$ cat src/rtl/ipf_pkg.sv
// Package: shared types for the ingress parity filter.
// Assumes: nothing beyond IEEE 1800-2017.
package ipf_pkg;
    // Controller phase: gathering input words or draining to the planes.
    typedef enum logic [0:0] {
        PH_GATHER = 1'b0,
        PH_DRAIN  = 1'b1
    } ipf_phase_e;
endpackage

$ cat src/rtl/ipf_parity_chk.sv
// Module: ipf_parity_chk
// Checks each word for parity. When reporting is enabled, it emits a
// registered error pulse and keeps a saturating count of errors.
// Assumes: word_fire marks a word actually taken by the block.
module ipf_parity_chk #(
    parameter int DATA_W = 32,
    parameter int CNT_W  = 16
) (
    input  logic              clk,
    input  logic              rst_n,
    input  logic              word_fire,
    input  logic [DATA_W-1:0] word_data,
    input  logic              word_par,
    input  logic              odd_mode,
    input  logic              report_en,
    output logic              word_bad,
    output logic              err_pulse,
    output logic [CNT_W-1:0]  err_cnt
);
    localparam logic [CNT_W-1:0] CNT_MAX = {CNT_W{1'b1}};

    // Combine all data bits with the parity bit and compare against the sense.
    always_comb begin
        word_bad = ((^word_data) ^ word_par) != odd_mode;
    end

    // Register the report pulse and advance the saturating counter.
    always_ff @(posedge clk) begin
        if (!rst_n) begin
            err_pulse <= 1'b0;
            err_cnt   <= '0;
        end else begin
            err_pulse <= word_fire && word_bad && report_en;
            if (word_fire && word_bad && report_en && err_cnt != CNT_MAX) begin
                err_cnt <= err_cnt + 1'b1;
            end
        end
    end
endmodule

$ cat src/rtl/ipf_pkt_buffer.sv
// Module: ipf_pkt_buffer
// Holds one packet: one synchronous write port and one combinational
// read port.
// Assumes: writes and reads never target the buffer in the same phase.
module ipf_pkt_buffer #(
    parameter int DATA_W = 32,
    parameter int DEPTH  = 16,
    parameter int IDX_W  = 4
) (
    input  logic              clk,
    input  logic              wr_en,
    input  logic [IDX_W-1:0]  wr_idx,
    input  logic [DATA_W-1:0] wr_data,
    input  logic [IDX_W-1:0]  rd_idx,
    output logic [DATA_W-1:0] rd_data
);
    logic [DATA_W-1:0] store [DEPTH];

    // Capture an accepted word at its slot in the packet.
    always_ff @(posedge clk) begin
        if (wr_en) begin
            store[wr_idx] <= wr_data;
        end
    end

    // Present the word that is currently being drained.
    always_comb begin
        rd_data = store[rd_idx];
    end
endmodule

$ cat src/rtl/ipf_frame_ctrl.sv
// Module: ipf_frame_ctrl
// Tracks packet framing, accumulates the error and idle status of each
// packet, and decides whether to drain or discard it once the last word
// is in. It then sequences the drain to both planes.
// Assumes: out_ready is the AND of both plane readies.
module ipf_frame_ctrl
    import ipf_pkg::*;
#(
    parameter int PKT_WORDS = 16,
    parameter int IDX_W     = 4
) (
    input  logic             clk,
    input  logic             rst_n,
    input  logic             in_valid,
    input  logic             in_sop,
    input  logic             in_idle,
    input  logic             word_bad,
    input  logic             drop_bad,
    input  logic             out_ready,
    output logic             in_ready,
    output logic             word_fire,
    output logic             wr_en,
    output logic [IDX_W-1:0] wr_idx,
    output logic [IDX_W-1:0] rd_idx,
    output logic             out_valid,
    output logic             out_sop,
    output logic             out_eop,
    output logic             frame_err
);
    localparam logic [IDX_W-1:0] LAST_IDX = IDX_W'(PKT_WORDS - 1);

    ipf_phase_e       phase;
    logic             in_pkt;
    logic [IDX_W-1:0] fill_cnt;
    logic             pkt_bad;
    logic             pkt_idle;
    logic             take_word;
    logic             last_word;
    logic             bad_acc;
    logic             idle_acc;
    logic             keep_pkt;

    // Work out the handshake and the per-word decisions for this cycle.
    always_comb begin
        in_ready  = (phase == PH_GATHER);
        word_fire = in_valid && in_ready;
        take_word = word_fire && (in_sop || in_pkt);
        wr_en     = take_word;
        wr_idx    = in_sop ? '0 : fill_cnt;
        last_word = take_word && (wr_idx == LAST_IDX);
        bad_acc   = in_sop ? word_bad : (pkt_bad || word_bad);
        idle_acc  = in_sop ? in_idle : pkt_idle;
        keep_pkt  = !idle_acc && !(bad_acc && drop_bad);
        out_valid = (phase == PH_DRAIN);
        out_sop   = out_valid && (rd_idx == '0);
        out_eop   = out_valid && (rd_idx == LAST_IDX);
    end

    // Advance the gather and drain phases and their word indices.
    always_ff @(posedge clk) begin
        if (!rst_n) begin
            phase     <= PH_GATHER;
            in_pkt    <= 1'b0;
            fill_cnt  <= '0;
            pkt_bad   <= 1'b0;
            pkt_idle  <= 1'b0;
            rd_idx    <= '0;
            frame_err <= 1'b0;
        end else begin
            frame_err <= word_fire && in_sop && in_pkt;
            if (phase == PH_GATHER) begin
                if (take_word) begin
                    if (last_word) begin
                        in_pkt   <= 1'b0;
                        fill_cnt <= '0;
                        rd_idx   <= '0;
                        if (keep_pkt) begin
                            phase <= PH_DRAIN;
                        end
                    end else begin
                        in_pkt   <= 1'b1;
                        fill_cnt <= wr_idx + 1'b1;
                        pkt_bad  <= bad_acc;
                        pkt_idle <= idle_acc;
                    end
                end
            end else if (out_ready) begin
                if (rd_idx == LAST_IDX) begin
                    phase  <= PH_GATHER;
                    rd_idx <= '0;
                end else begin
                    rd_idx <= rd_idx + 1'b1;
                end
            end
        end
    end
endmodule

$ cat src/rtl/ingress_parity_filter.sv
// Module: ingress_parity_filter (top)
// Parity-checks incoming words, buffers each fixed-length packet whole,
// and forwards accepted packets to the X and Y planes in lockstep.
// Assumes: synchronous active-low reset, one clock domain.
module ingress_parity_filter #(
    parameter int DATA_W    = 32,
    parameter int PKT_WORDS = 16,
    parameter int CNT_W     = 16,
    parameter int IDLE_BIT  = 31
) (
    input  logic              clk,
    input  logic              rst_n,
    input  logic              cfg_odd_parity,
    input  logic              cfg_drop_bad,
    input  logic              cfg_report_en,
    input  logic              in_valid,
    input  logic              in_sop,
    input  logic [DATA_W-1:0] in_data,
    input  logic              in_parity,
    output logic              in_ready,
    output logic              x_valid,
    input  logic              x_ready,
    output logic [DATA_W-1:0] x_data,
    output logic              x_sop,
    output logic              x_eop,
    output logic              y_valid,
    input  logic              y_ready,
    output logic [DATA_W-1:0] y_data,
    output logic              y_sop,
    output logic              y_eop,
    output logic              err_report,
    output logic [CNT_W-1:0]  err_count,
    output logic              frame_err
);
    localparam int IDX_W = (PKT_WORDS > 1) ? $clog2(PKT_WORDS) : 1;

    logic              word_bad;
    logic              word_fire;
    logic              wr_en;
    logic [IDX_W-1:0]  wr_idx;
    logic [IDX_W-1:0]  rd_idx;
    logic [DATA_W-1:0] rd_data;
    logic              out_valid;
    logic              out_sop;
    logic              out_eop;
    logic              both_ready;

    // Both planes must take a word before the drain moves on.
    always_comb begin
        both_ready = x_ready && y_ready;
    end

    ipf_parity_chk #(
        .DATA_W (DATA_W),
        .CNT_W  (CNT_W)
    ) u_par (
        .clk       (clk),
        .rst_n     (rst_n),
        .word_fire (word_fire),
        .word_data (in_data),
        .word_par  (in_parity),
        .odd_mode  (cfg_odd_parity),
        .report_en (cfg_report_en),
        .word_bad  (word_bad),
        .err_pulse (err_report),
        .err_cnt   (err_count)
    );

    ipf_frame_ctrl #(
        .PKT_WORDS (PKT_WORDS),
        .IDX_W     (IDX_W)
    ) u_ctrl (
        .clk       (clk),
        .rst_n     (rst_n),
        .in_valid  (in_valid),
        .in_sop    (in_sop),
        .in_idle   (in_data[IDLE_BIT]),
        .word_bad  (word_bad),
        .drop_bad  (cfg_drop_bad),
        .out_ready (both_ready),
        .in_ready  (in_ready),
        .word_fire (word_fire),
        .wr_en     (wr_en),
        .wr_idx    (wr_idx),
        .rd_idx    (rd_idx),
        .out_valid (out_valid),
        .out_sop   (out_sop),
        .out_eop   (out_eop),
        .frame_err (frame_err)
    );

    ipf_pkt_buffer #(
        .DATA_W (DATA_W),
        .DEPTH  (PKT_WORDS),
        .IDX_W  (IDX_W)
    ) u_buf (
        .clk     (clk),
        .wr_en   (wr_en),
        .wr_idx  (wr_idx),
        .wr_data (in_data),
        .rd_idx  (rd_idx),
        .rd_data (rd_data)
    );

    // Fan the drained word out to both planes.
    always_comb begin
        x_valid = out_valid;
        x_data  = rd_data;
        x_sop   = out_sop;
        x_eop   = out_eop;
        y_valid = out_valid;
        y_data  = rd_data;
        y_sop   = out_sop;
        y_eop   = out_eop;
    end
endmodule

$ cat config.mk
export PLATFORM = sky130hd
export DESIGN_NAME = ingress_parity_filter
export DESIGN_NICKNAME = d
export VERILOG_FILES = /design/src/rtl/ipf_pkg.sv /design/src/rtl/ipf_parity_chk.sv /design/src/rtl/ipf_pkt_buffer.sv /design/src/rtl/ipf_frame_ctrl.sv /design/src/rtl/ingress_parity_filter.sv
export SDC_FILE = /design/constraint.sdc
export NUM_CORES = 1
export LEC_CHECK = 0
export ABC_AREA = 0
export BUFFER_PORTS_ARGS = -buffer_cell sky130_fd_sc_hd__buf_2
export CORE_MARGIN = 2
export CORE_UTILIZATION = 45
export DETAILED_ROUTE_END_ITERATION = 6
export SKIP_CTS_REPAIR_TIMING = 1
export SYNTH_ARGS = -nofsm -noshare
export SYNTH_HDL_FRONTEND = slang
export SYNTH_HIERARCHICAL = 1
export SYNTH_SLANG_ARGS = --single-unit
$ cat constraint.sdc
create_clock -name clk -period 12 [get_ports clk]
set_input_delay 0.6 -clock clk [delete_from_list [all_inputs] [get_ports clk]]
set_output_delay 0.6 -clock clk [all_outputs]
set_load 0.005 [all_outputs]
==> impl_metrics.json, run 1 <==
{
  "synthXorXnorAreaFrac_pct": 1.531,
  "dpl_worst_slack_ns": 8.331,
  "synth_nets": 1156,
  "core_area_sq_mm": 0.04775,
  "routabilityCongestion": 0.7329,
  "die_y_microns": 223.8,
  "end_kind": "output port",
  "synth_area_leaders": "edfxtp_1 (71%), mux4_2 (13%), dfxtp_1 (2.8%), a22oi_1 (2.2%), buf_4 (1.5%)",
  "routed_via_density": 5.738,
  "power.density_mw_per_mm2": 164.3,
  "yosys.area.top_type": "edfxtp_1",
  "dr_wl_met2_microns": 22540,
  "status": "completed",
  "r2r-start": "u_ctrl/out_valid$_SDFF_PN0_",
  "vias": 10840,
  "synth-edff-count": 512,
  "crit_slowest_cell": "dfxtp_4",
  "grt_use_total_pct": 19.03,
  "async_flop_share_pct": 0,
  "setup-tns-final_ns": 0,
  "synth_compound_area_share_pct": 3.062,
  "drt_iter0_drc": 1028,
  "numCtsBuffers": 55,
  "p_sw_uw": 843.4,
  "synthCells": 1110,
  "grt-ovfl-total": 0,
  "slew_headroom_pct": 22.38,
  "drive_gt1_share_pct": 30.77,
  "p_leak_uw": 0.007888,
  "internal_power_uw": 3231,
  "cts_tree": "done",
  "finalHoldViolations": 0,
  "crit_chain": "buf_4 > mux4_2 > a22oi_1 > nand2_1 > buf_2",
  "antenna_found_initial": 2,
  "wl_per_cell_microns": 24.81,
  "hold_class": "input port to flop",
  "cts_root_buf": "clkbuf_16",
  "power_frac_comb_pct": 5.4,
  "finalCriticalPeriod_ns": 4.218,
  "worstPathRequired_ns": 11.40,
  "rsz0062_at_grt": "no",
  "clkSinkCount": 542,
  "grt_pass1_vias": 10950,
  "worst_pin_slew_ns": 1.164,
  "cts_max_path_buffers": 3,
  "highest_layer": "met5",
  "grt_max_degree": 104,
  "max_clock_freq_mhz": 237.1,
  "wl_met3_microns": 2515,
  "crit_buf_inv": 2,
  "hold_depth": 1,
  "reg2regPathDepth": 5,
  "p_seq_share_pct": 51.2,
  "synth-simple-area-share_pct": 4.299,
  "synth_top_area_share_pct": 70.72,
  "fp.dieArea_sq_mm": 0.05008,
  "fin_ws_ns": 7.782,
  "wirelength_microns": 46900,
  "ys.flop_type": "edfxtp_1",
  "p_sw_share_pct": 20.70,
  "hold_end": "u_buf/store[8][21]$_DFFE_PP_",
  "netlist_area_sq_mm": 0.02174,
  "final_cell_mix": "edfxtp_1 (512), buf_2 (130), mux4_2 (128)",
  "std_cell_rows": 80,
  "fin_nets": 1275,
  "arrival_ns": 3.62,
  "area_growth_pct": 14.06,
  "yosysWarnings": 6,
  "clk_latency_ns": 0.62,
  "slew_viol_final": 0,
  "port_buffers": 130,
  "dr.pass1.iters": 7,
  "critPathMaxFanout": 69,
  "cp_slowest_stage_delay_ns": 0.99,
  "start_util_pct": 45.53,
  "synth_top_family_by_area": "multiplexers",
  "start_kind": "flop",
  "path_clk_slew_ns": 0.06,
  "muxShareOfSynthArea_pct": 14.70,
  "critical_path_class": "flop to output port",
  "wl_met1_microns": 20910,
  "ff2ff_setup_slack_ns": 9.08,
  "hpwlAfterDp_microns": 23960,
  "ys_ff_latch": 542,
  "io_pins": 131,
  "die_x_microns": 223.8,
  "postRouteAntennaNets": 0,
  "min_from": "in_data[21]",
  "ctsHtreeMaxLevel": 2,
  "worstReg2RegEnd": "u_buf/store[6][23]$_DFFE_PP_",
  "skew_ns": 0.02596,
  "power.share.clock_pct": 43.4,
  "grt_pass1_wl_microns": 69810,
  "cpLargestDelayFamily": "buffers and inverters",
  "mostFrequentLayoutCell": "edfxtp_1",
  "fin_crit_sh_pct": 35.15,
  "synthAdderAreaFrac_pct": 0.2302,
  "synth.yosys.seq_area_share_pct": 73.48,
  "cap_violations": 0,
  "setup_viol": 0,
  "synth.avg_cell_area_sq_um": 19.59,
  "route.detailed.drc": 0,
  "hold_slack_ns": 0.3669,
  "ir_worst_vdd_mv": 0.1075,
  "yosysUniqueCellTypes": 53
}
## kinds of logic after synthesis
group                      count (synthesis)
DFF                                      542
muxes                                    159
and+or+nand+nor                          187
adders and majority gates                  4
buffers and inverters                     96
xor gates and xnor gates                  32
AOI/OAI and AO/OA                         90
## Yosys cell counts (all sizes together), types with 2 or more instances
cell type and instances:
o21a 2, a22oi 64, buf 67, and2 5, nor3b 2, nor4 2, mux2i 29, nand3b 2
edfxtp 512, mux4 128, a21boi 5, nand2 73, nand4 18, nor2b 10, mux2 2, inv 6
nand2b 16, ha 4, clkbuf 20, xnor2 25, and3 6, nor2 22, xor2 4, a21oi 5
a32oi 3, dfxtp 30, nand3 15, o21ai 4, nor3 11, xnor3 2
## worst reg2reg max path, stage by stage, from the launching register on
cell and delay (ns):
dfxtp_1 0.39, nand2b_4 0.22, nor2_1 0.43, nand3b_1 0.42
nor2_4 0.67, buf_4 0.46
## registers in the layout, summed over array words and instances (netlist names)
| register | count |
|---|---|
| u_ctrl/pkt_bad | 1 |
| u_par/err_pulse | 1 |
| u_par/err_cnt | 16 |
| u_ctrl/out_valid | 1 |
| u_ctrl/pkt_idle | 1 |
| u_ctrl/in_pkt | 1 |
| u_ctrl/fill_cnt | 4 |
| u_buf/store | 512 |
| u_ctrl/rd_idx | 4 |
| u_ctrl/frame_err | 1 |
## area by class of cell
cell class                      instances  area, sq um
Multi-Input combinational cell        472         5313
Clock buffer                           70         1484
Inverter                                6        22.52
Tap cell                              615        769.5
Sequential cell                       542        15980
Timing Repair Buffer                  152        828.3
Clock inverter                         32        394.1
Fill cell                            3782        22950
Antenna cell                            1        2.502
## through the flow
stage	std cells	utilization, %	cell area, sq um	power [uW]
detailed placement	1787	48.00	22920	2351
finish	1890	51.93	24800	4074
global route	1889	51.93	24790	4202
global placement	1787	48.00	22920	2347
CTS	1889	51.93	24790	4114
floorplan	1110	-	21740	2283
## metal layers
| metal | GRT usage (%) | vias up |
|---|---|---|
| met1 | 27.48 | 5732 |
| li1 | - | 4732 |
| met5 | 0 | - |
| met4 | 5.548 | 2 |
| met2 | 30.21 | 320 |
| met3 | 3.095 | 58 |
## worst max path at each step
stage	depth (start not counted)	start	end	slack (ns)
2_1_floorplan	5	in_sop	u_buf/store[0][0]$_DFFE_PP_	7.75
3_3_place_gp	5	u_ctrl/rd_idx[1]$_SDFFE_PN0P_	x_data[7]	8.34
3_5_place_dp	5	u_ctrl/rd_idx[1]$_SDFFE_PN0P_	y_data[7]	8.33
4_1_cts	5	u_ctrl/rd_idx[1]$_SDFFE_PN0P_	y_data[7]	7.69
5_1_grt	5	u_ctrl/rd_idx[1]$_SDFFE_PN0P_	y_data[7]	7.53
6_report	5	u_ctrl/rd_idx[1]$_SDFFE_PN0P_	x_data[7]	7.78
## power by group through the flow
stage / sequential (uW) / clock, uW / combinational [uW]
after global placement: 2130 / 0 / 221
final: 2090 / 1770 / 221
after floorplan: 2130 / 0 / 156
after CTS: 2090 / 1800 / 224
after global routing: 2090 / 1870 / 241
after detailed placement: 2130 / 0 / 224
Note: power is estimated with default switching activity, not from simulation.
==> run 2: changes to the inputs <==
==> constraint.sdc (replaced) <==
create_clock -name clk -period 4.45 [get_ports clk]
set_input_delay 0.2225 -clock clk [delete_from_list [all_inputs] [get_ports clk]]
set_output_delay 0.2225 -clock clk [all_outputs]
set_load 0.005 [all_outputs]
==> run 2 against run 1 <==
  * Die area unchanged
  * Register-to-register slack worse by 7.6 ns
  * Critical path type unchanged
  * Wire length down 3.4%
  * Via count down 0.67%
  * Cell count down 0.32%
  * Highest routed layer is now met4
==> impl_metrics.json, run 2 (synthesized netlist as in run 1, its figures left out) <==
{
  "status": "completed",
  "io_pins": 131,
  "port_buffers": 130,
  "skew_ns": 0.01414,
  "rsz0062_at_grt": "no",
  "multiInputGateArea_sq_mm": 0.005313,
  "die_y_microns": 223.8,
  "routabilityCongestion": 0.7397,
  "largest_register_ffs": 512,
  "fin_ws_ns": 1.227,
  "area_growth_pct": 13.02,
  "dpl_worst_slack_ns": 1.441,
  "postRouteAntennaNets": 0,
  "slew_headroom_pct": 13.04,
  "crit_chain": "buf_12 > mux4_2 > a22oi_1 > nand2_1 > buf_2",
  "worstPathRequired_ns": 4.23,
  "cts_root_buf": "clkbuf_16",
  "mostFrequentLayoutCell": "edfxtp_1",
  "power.total_uw": 10380,
  "fin_crit_sh_pct": 72.42,
  "std_cell_rows": 80,
  "end_kind": "output port",
  "setup_viol": 0,
  "start_kind": "flop",
  "dr.pass1.iters": 5,
  "cap_violations": 0,
  "crit_slowest_cell": "dfxtp_4",
  "start_util_pct": 45.53,
  "vias": 10770,
  "grt_pass1_wl_microns": 69060,
  "wl_per_cell_microns": 24.05,
  "critPathMaxFanout": 34,
  "clkSinkCount": 542,
  "hpwlAfterDp_microns": 26220,
  "worst_pin_slew_ns": 1.301,
  "fp.dieArea_sq_mm": 0.05008,
  "ctsHtreeMaxLevel": 2,
  "grt_use_total_pct": 18.50,
  "finalCriticalPeriod_ns": 3.223,
  "fin_util_pct": 51.46,
  "path_clk_slew_ns": 0.06,
  "critical_path_class": "flop to output port",
  "die_x_microns": 223.8,
  "grt_pass1_vias": 11130,
  "fin_area_sq_mm": 0.02457,
  "place_area_sq_mm": 0.02295,
  "regArea_sq_mm": 0.01598,
  "numCtsBuffers": 55,
  "drive_gt1_share_pct": 30.34,
  "clk_latency_ns": 0.60,
  "fin_nets": 1274,
  "ir_worst_vdd_mv": 0.2805,
  "fillerInstances": 3752,
  "grt-ovfl-total": 0,
  "cts_max_path_buffers": 3,
  "cts_tree": "done",
  "final_cell_mix": "edfxtp_1 (512), buf_2 (130), mux4_2 (128)",
  "grt_max_degree": 74,
  "n_antenna_cell": 0,
  "top_register": "u_buf/store",
  "routed_via_density": 5.717,
  "finalHoldViolations": 0,
  "wirelength_microns": 45300,
  "power.density_mw_per_mm2": 422.5,
  "drt_iter0_drc": 843,
  "p_leak_uw": 0.007757,
  "route.detailed.drc": 0,
  "max_clock_freq_mhz": 310.3,
  "core_area_sq_mm": 0.04775,
  "setup-tns-final_ns": 0,
  "arrival_ns": 3.00,
  "antenna_found_initial": 0,
  "reg.largest.list": "u_buf/store (512), u_par/err_cnt (16)",
  "hold_class": "input port to flop",
  "cp_slowest_stage_delay_ns": 0.81,
  "slew_viol_final": 0
}
run 2: cell count changes in the layout (fill, tap and decap cells not counted), moves of 3 or more:
cell	previous run	this run
bufinv_16	9	1
buf_4	21	15
buf_12	1	5
clkbuf_8	3	0
clkinv_2	7	10
clkinvlp_4	3	6
run 2: metal layers:
layer / part of all wire [%] / global-route usage (%) / up-vias
li1: - / - / 4730
met1: 44 / 25.86 / 5702
met2: 50 / 30.60 / 278
met3: 4.6 / 3.266 / 61
met4: 1.8 / 4.301 / 0
met5: 0 / 0 / -
run 2: worst max-delay path, delay by kind of cell, from the launching register on:
kind	cells	cell delay (ns)
mux	1	0.55
flops	1	0.81
simple gates	1	0.17
buf+inv	2	0.49
compound gates	1	0.40
run 2: area by class of cell:
type	instances	share of cell area, %
tap	615	3.132
clock buffer	66	5.769
inverter	6	0.09166
multi-input combinational	472	21.62
timing repair buffer	151	3.554
sequential	542	65.05
clock inverter	32	0.7842
run 2: worst paths after layout:
check,from,end,slack (ns),cells past startpoint
worst max-delay path,u_ctrl/rd_idx[0]$_SDFFE_PN0P_,x_data[2],1.23,5
worst min register to register,u_par/err_cnt[7]$_SDFFE_PN0P_,u_par/err_cnt[7]$_SDFFE_PN0P_,0.49,2
worst min-delay path,in_data[4],u_buf/store[14][4]$_DFFE_PP_,0.01,1
worst max register to register,u_ctrl/fill_cnt[0]$_SDFFE_PN0P_,u_buf/store[7][18]$_DFFE_PP_,1.47,3
run 2: power breakdown:
group | internal [uW] | switching [uW]
logic | 228 | 362
registers | 5610 | 15.0
clock network | 2320 | 1850
run 2: metrics by stage:
step                cells  hold slack, ns
floorplan            1110          0.3214
global placement     1785          0.4600
detailed placement   1785          0.4681
CTS                  1883        -0.03266
global route         1884        0.003927
finish               1884         0.01455
==> run 3: changes to the inputs <==
--- a/config.mk
+++ b/config.mk
@@ -5,7 +5,7 @@
 export SDC_FILE = /design/constraint.sdc
 export NUM_CORES = 1
 export LEC_CHECK = 0
-export ABC_AREA = 0
+export ABC_AREA = 1
 export BUFFER_PORTS_ARGS = -buffer_cell sky130_fd_sc_hd__buf_2
 export CORE_MARGIN = 2
 export CORE_UTILIZATION = 45
==> constraint.sdc (replaced) <==
create_clock -name clk -period 3.23 [get_ports clk]
set_input_delay 0.1615 -clock clk [delete_from_list [all_inputs] [get_ports clk]]
set_output_delay 0.1615 -clock clk [all_outputs]
set_load 0.005 [all_outputs]
==> run 3 against run 2 <==
  * The flow now finishes with violations (negative hold slack)
  * Hold slack worse by 0.019 ns
  * First-iteration DRC count is 73% higher
  * Sequential share of layout area decreased by 8.5 points
  * Sequential power is 38% higher
  * Critical path depth increased by 4
  * Largest power group unchanged
==> impl_metrics.json, run 3 <==
{
  "grt_pass1_wl_microns": 93130,
  "grt_pass1_vias": 16360,
  "synthCells": 2535,
  "synth_nets": 2581,
  "worstPathRequired_ns": 3.07,
  "cts_max_path_buffers": 3,
  "critPathMaxFanout": 62,
  "path_clk_slew_ns": 0.06,
  "wl_per_cell_microns": 17.68,
  "hpwlAfterDp_microns": 33870,
  "wl_met3_microns": 2866,
  "die_x_microns": 239.2,
  "numCtsBuffers": 57,
  "synth_top_area_share_pct": 61.77,
  "synth.yosys.seq_area_share_pct": 64.19,
  "synth.avg_cell_area_sq_um": 9.818,
  "dpl_worst_slack_ns": 0.7794,
  "vias": 17140,
  "synth_area_leaders": "edfxtp_1 (62%), nand2_1 (13%), nand3_1 (8.1%), inv_1 (6.5%), dfxtp_1 (2.4%)",
  "ir_worst_vdd_mv": 0.3935,
  "multiInputGateArea_sq_mm": 0.006347,
  "core_area_sq_mm": 0.05488,
  "yosysWarnings": 6,
  "port_buffers": 130,
  "cpLargestDelayFamily": "buffers and inverters",
  "drive_gt1_share_pct": 12.41,
  "netlist_area_sq_mm": 0.02489,
  "ff2ff_setup_slack_ns": 0.81,
  "io_pins": 131,
  "fin_cells": 3411,
  "hold_end": "u_buf/store[10][31]$_DFFE_PP_",
  "crit_slowest_cell": "dfxtp_4",
  "r2r-start": "u_ctrl/out_valid$_SDFF_PN0_",
  "mostFrequentLayoutCell": "nand2_1",
  "grt_max_degree": 140,
  "worstReg2RegEnd": "u_buf/store[4][7]$_DFFE_PP_",
  "skew_ns": 0.02915,
  "reg2regPathDepth": 6,
  "failed_checks": "negative hold slack",
  "slew_headroom_pct": 36.94,
  "regArea_sq_mm": 0.01599,
  "reg.largest.list": "u_buf/store (512), u_par/err_cnt (16)",
  "antenna_found_initial": 0,
  "end_kind": "output port",
  "hold_slack_ns": -0.003997,
  "dr_wl_met2_microns": 29590,
  "min_from": "in_data[31]",
  "cts_tree": "done",
  "fin_ws_ns": 0.4238,
  "cts_root_buf": "clkbuf_16",
  "finalCriticalPeriod_ns": 2.806,
  "cap_violations": 0,
  "arrival_ns": 2.64,
  "synth-edff-count": 512,
  "n_antenna_cell": 0,
  "crit_buf_inv": 3,
  "cpMostUsedCell": "nand2_1",
  "critical_path_class": "flop to output port",
  "ctsHtreeMaxLevel": 2,
  "crit_chain": "inv_6 > buf_4 > nand2_1 > nand2_1 > nand2_1 > nand3_1 > nand3_1 > nand2_1 > buf_2",
  "start_util_pct": 45.35,
  "worst_pin_slew_ns": 0.9458,
  "place_area_sq_mm": 0.02607,
  "hold_depth": 1,
  "dp_cells": 3277,
  "drt_iter0_drc": 1455,
  "clkSinkCount": 542,
  "clk_latency_ns": 0.62,
  "highest_layer": "met4",
  "postRouteAntennaNets": 0,
  "die_y_microns": 239.2,
  "p_leak_uw": 0.01217,
  "top_register": "u_buf/store",
  "status": "complete, but fails checks",
  "async_flop_share_pct": 0,
  "rsz0062_at_grt": "no",
  "setup_viol": 0,
  "area_growth_pct": 13.50,
  "grt-ovfl-total": 0,
  "setup-tns-final_ns": 0,
  "hold_class": "input port to flop",
  "std_cell_rows": 86,
  "fin_nets": 2705,
  "route.detailed.drc": 0,
  "fillerInstances": 4903,
  "ys.flop_type": "edfxtp_1",
  "largest_register_ffs": 512,
  "start_kind": "flop",
  "fin_area_sq_mm": 0.02825,
  "wl_met1_microns": 26470,
  "final_cell_mix": "nand2_1 (842), edfxtp_1 (512), inv_1 (431)",
  "synth_most_common_cell": "nand2_1",
  "slew_viol_final": 0,
  "ys_ff_latch": 542,
  "yosysUniqueCellTypes": 35,
  "cp_slowest_stage_delay_ns": 0.39,
  "wirelength_microns": 60310,
  "dr.pass1.iters": 5,
  "synth_common_cells": "nand2_1 (842), edfxtp_1 (512), inv_1 (433)",
  "crit_path_start": "u_ctrl/rd_idx[0]$_SDFFE_PN0P_",
  "power.density_mw_per_mm2": 533.7,
  "routed_via_density": 5.025,
  "grt_use_total_pct": 21.22,
  "finalHoldViolations": 15,
  "yosys.area.top_type": "edfxtp_1",
  "routabilityCongestion": 0.8324,
  "fin_crit_sh_pct": 86.88,
  "max_clock_freq_mhz": 356.4,
  "fp.dieArea_sq_mm": 0.05720
}
## run 3: changes by cell type after synthesis, sizes merged, moves of 28 or more
cell / change
nand2: +780
a22oi: -64
inv: +438
buf: +63
mux2i: -28
mux4: -128
nand3: +402
nor2: +31
## run 3: per-layer routing
| layer | track usage (%) | vias to the layer above |
|---|---|---|
| li1 | - | 8348 |
| met1 | 28.35 | 8227 |
| met3 | 2.616 | 103 |
| met4 | 6.402 | 0 |
| met5 | 0 | - |
| met2 | 36.29 | 463 |
## run 3: area by class of cell
type                       count  share of cell area, %
clock inverter                34                  1.315
timing repair buffer         210                  5.111
clock buffer                  73                  5.448
tap                          704                  3.118
sequential                   542                  56.59
inverter                     444                  5.944
multi-input combinational   1404                  22.47
## run 3: kinds of logic (layout without fill, tap and decap cells)
kind of cell             Yosys count  after routing  share of synthesized area, %
buffers and inverters            589            761                         10.79
AND/OR/NAND/NOR                 1342           1342                         23.07
multiplexers                       1              1                       0.04022
AO/OA/AOI/OAI                     32             32                        0.7994
flip-flops                       542            542                         64.19
adder cells (fa/ha/maj)            4              4                        0.2011
XOR/XNOR                          25             25                        0.9099
## run 3: worst reg2reg max path, stage by stage, from the launching register on
cell      delay [ns]
dfxtp_1         0.42
inv_6           0.12
nand3_2         0.10
nand2_4         0.17
nand3b_1        0.33
nor2_4          0.68
buf_12          0.29
## run 3: how the worst max path moves through the flow
stage / cells after the start / endpoint / slack [ns]
2_1_floorplan: 6 / u_buf/store[12][0]$_DFFE_PP_ / 0.53
3_3_place_gp: 6 / u_buf/store[4][9]$_DFFE_PP_ / 0.86
3_5_place_dp: 6 / u_buf/store[4][9]$_DFFE_PP_ / 0.78
4_1_cts: 9 / y_data[30] / 0.38
5_1_grt: 9 / y_data[22] / 0.24
6_report: 9 / x_data[20] / 0.42
## run 3: where the power goes
group / internal [uW] / total (uW) / leakage (uW) / switching (uW)
clock: 3990 / 6650 / 0.000930 / 2660
sequential: 7750 / 7770 / 0.00486 / 19.3
combinational: 210 / 656 / 0.00638 / 446
## run 3: stage by stage
step           hold WS [ns]  util [%]  total power, uW
2_1_floorplan        0.2604         -             8277
4_1_cts             -0.1488     50.99            15190
5_1_grt            0.001253     51.48            15560
6_report          -0.003997     51.48            15080
3_5_place_dp         0.4745     47.50             8548
3_3_place_gp         0.4571     47.50             8531
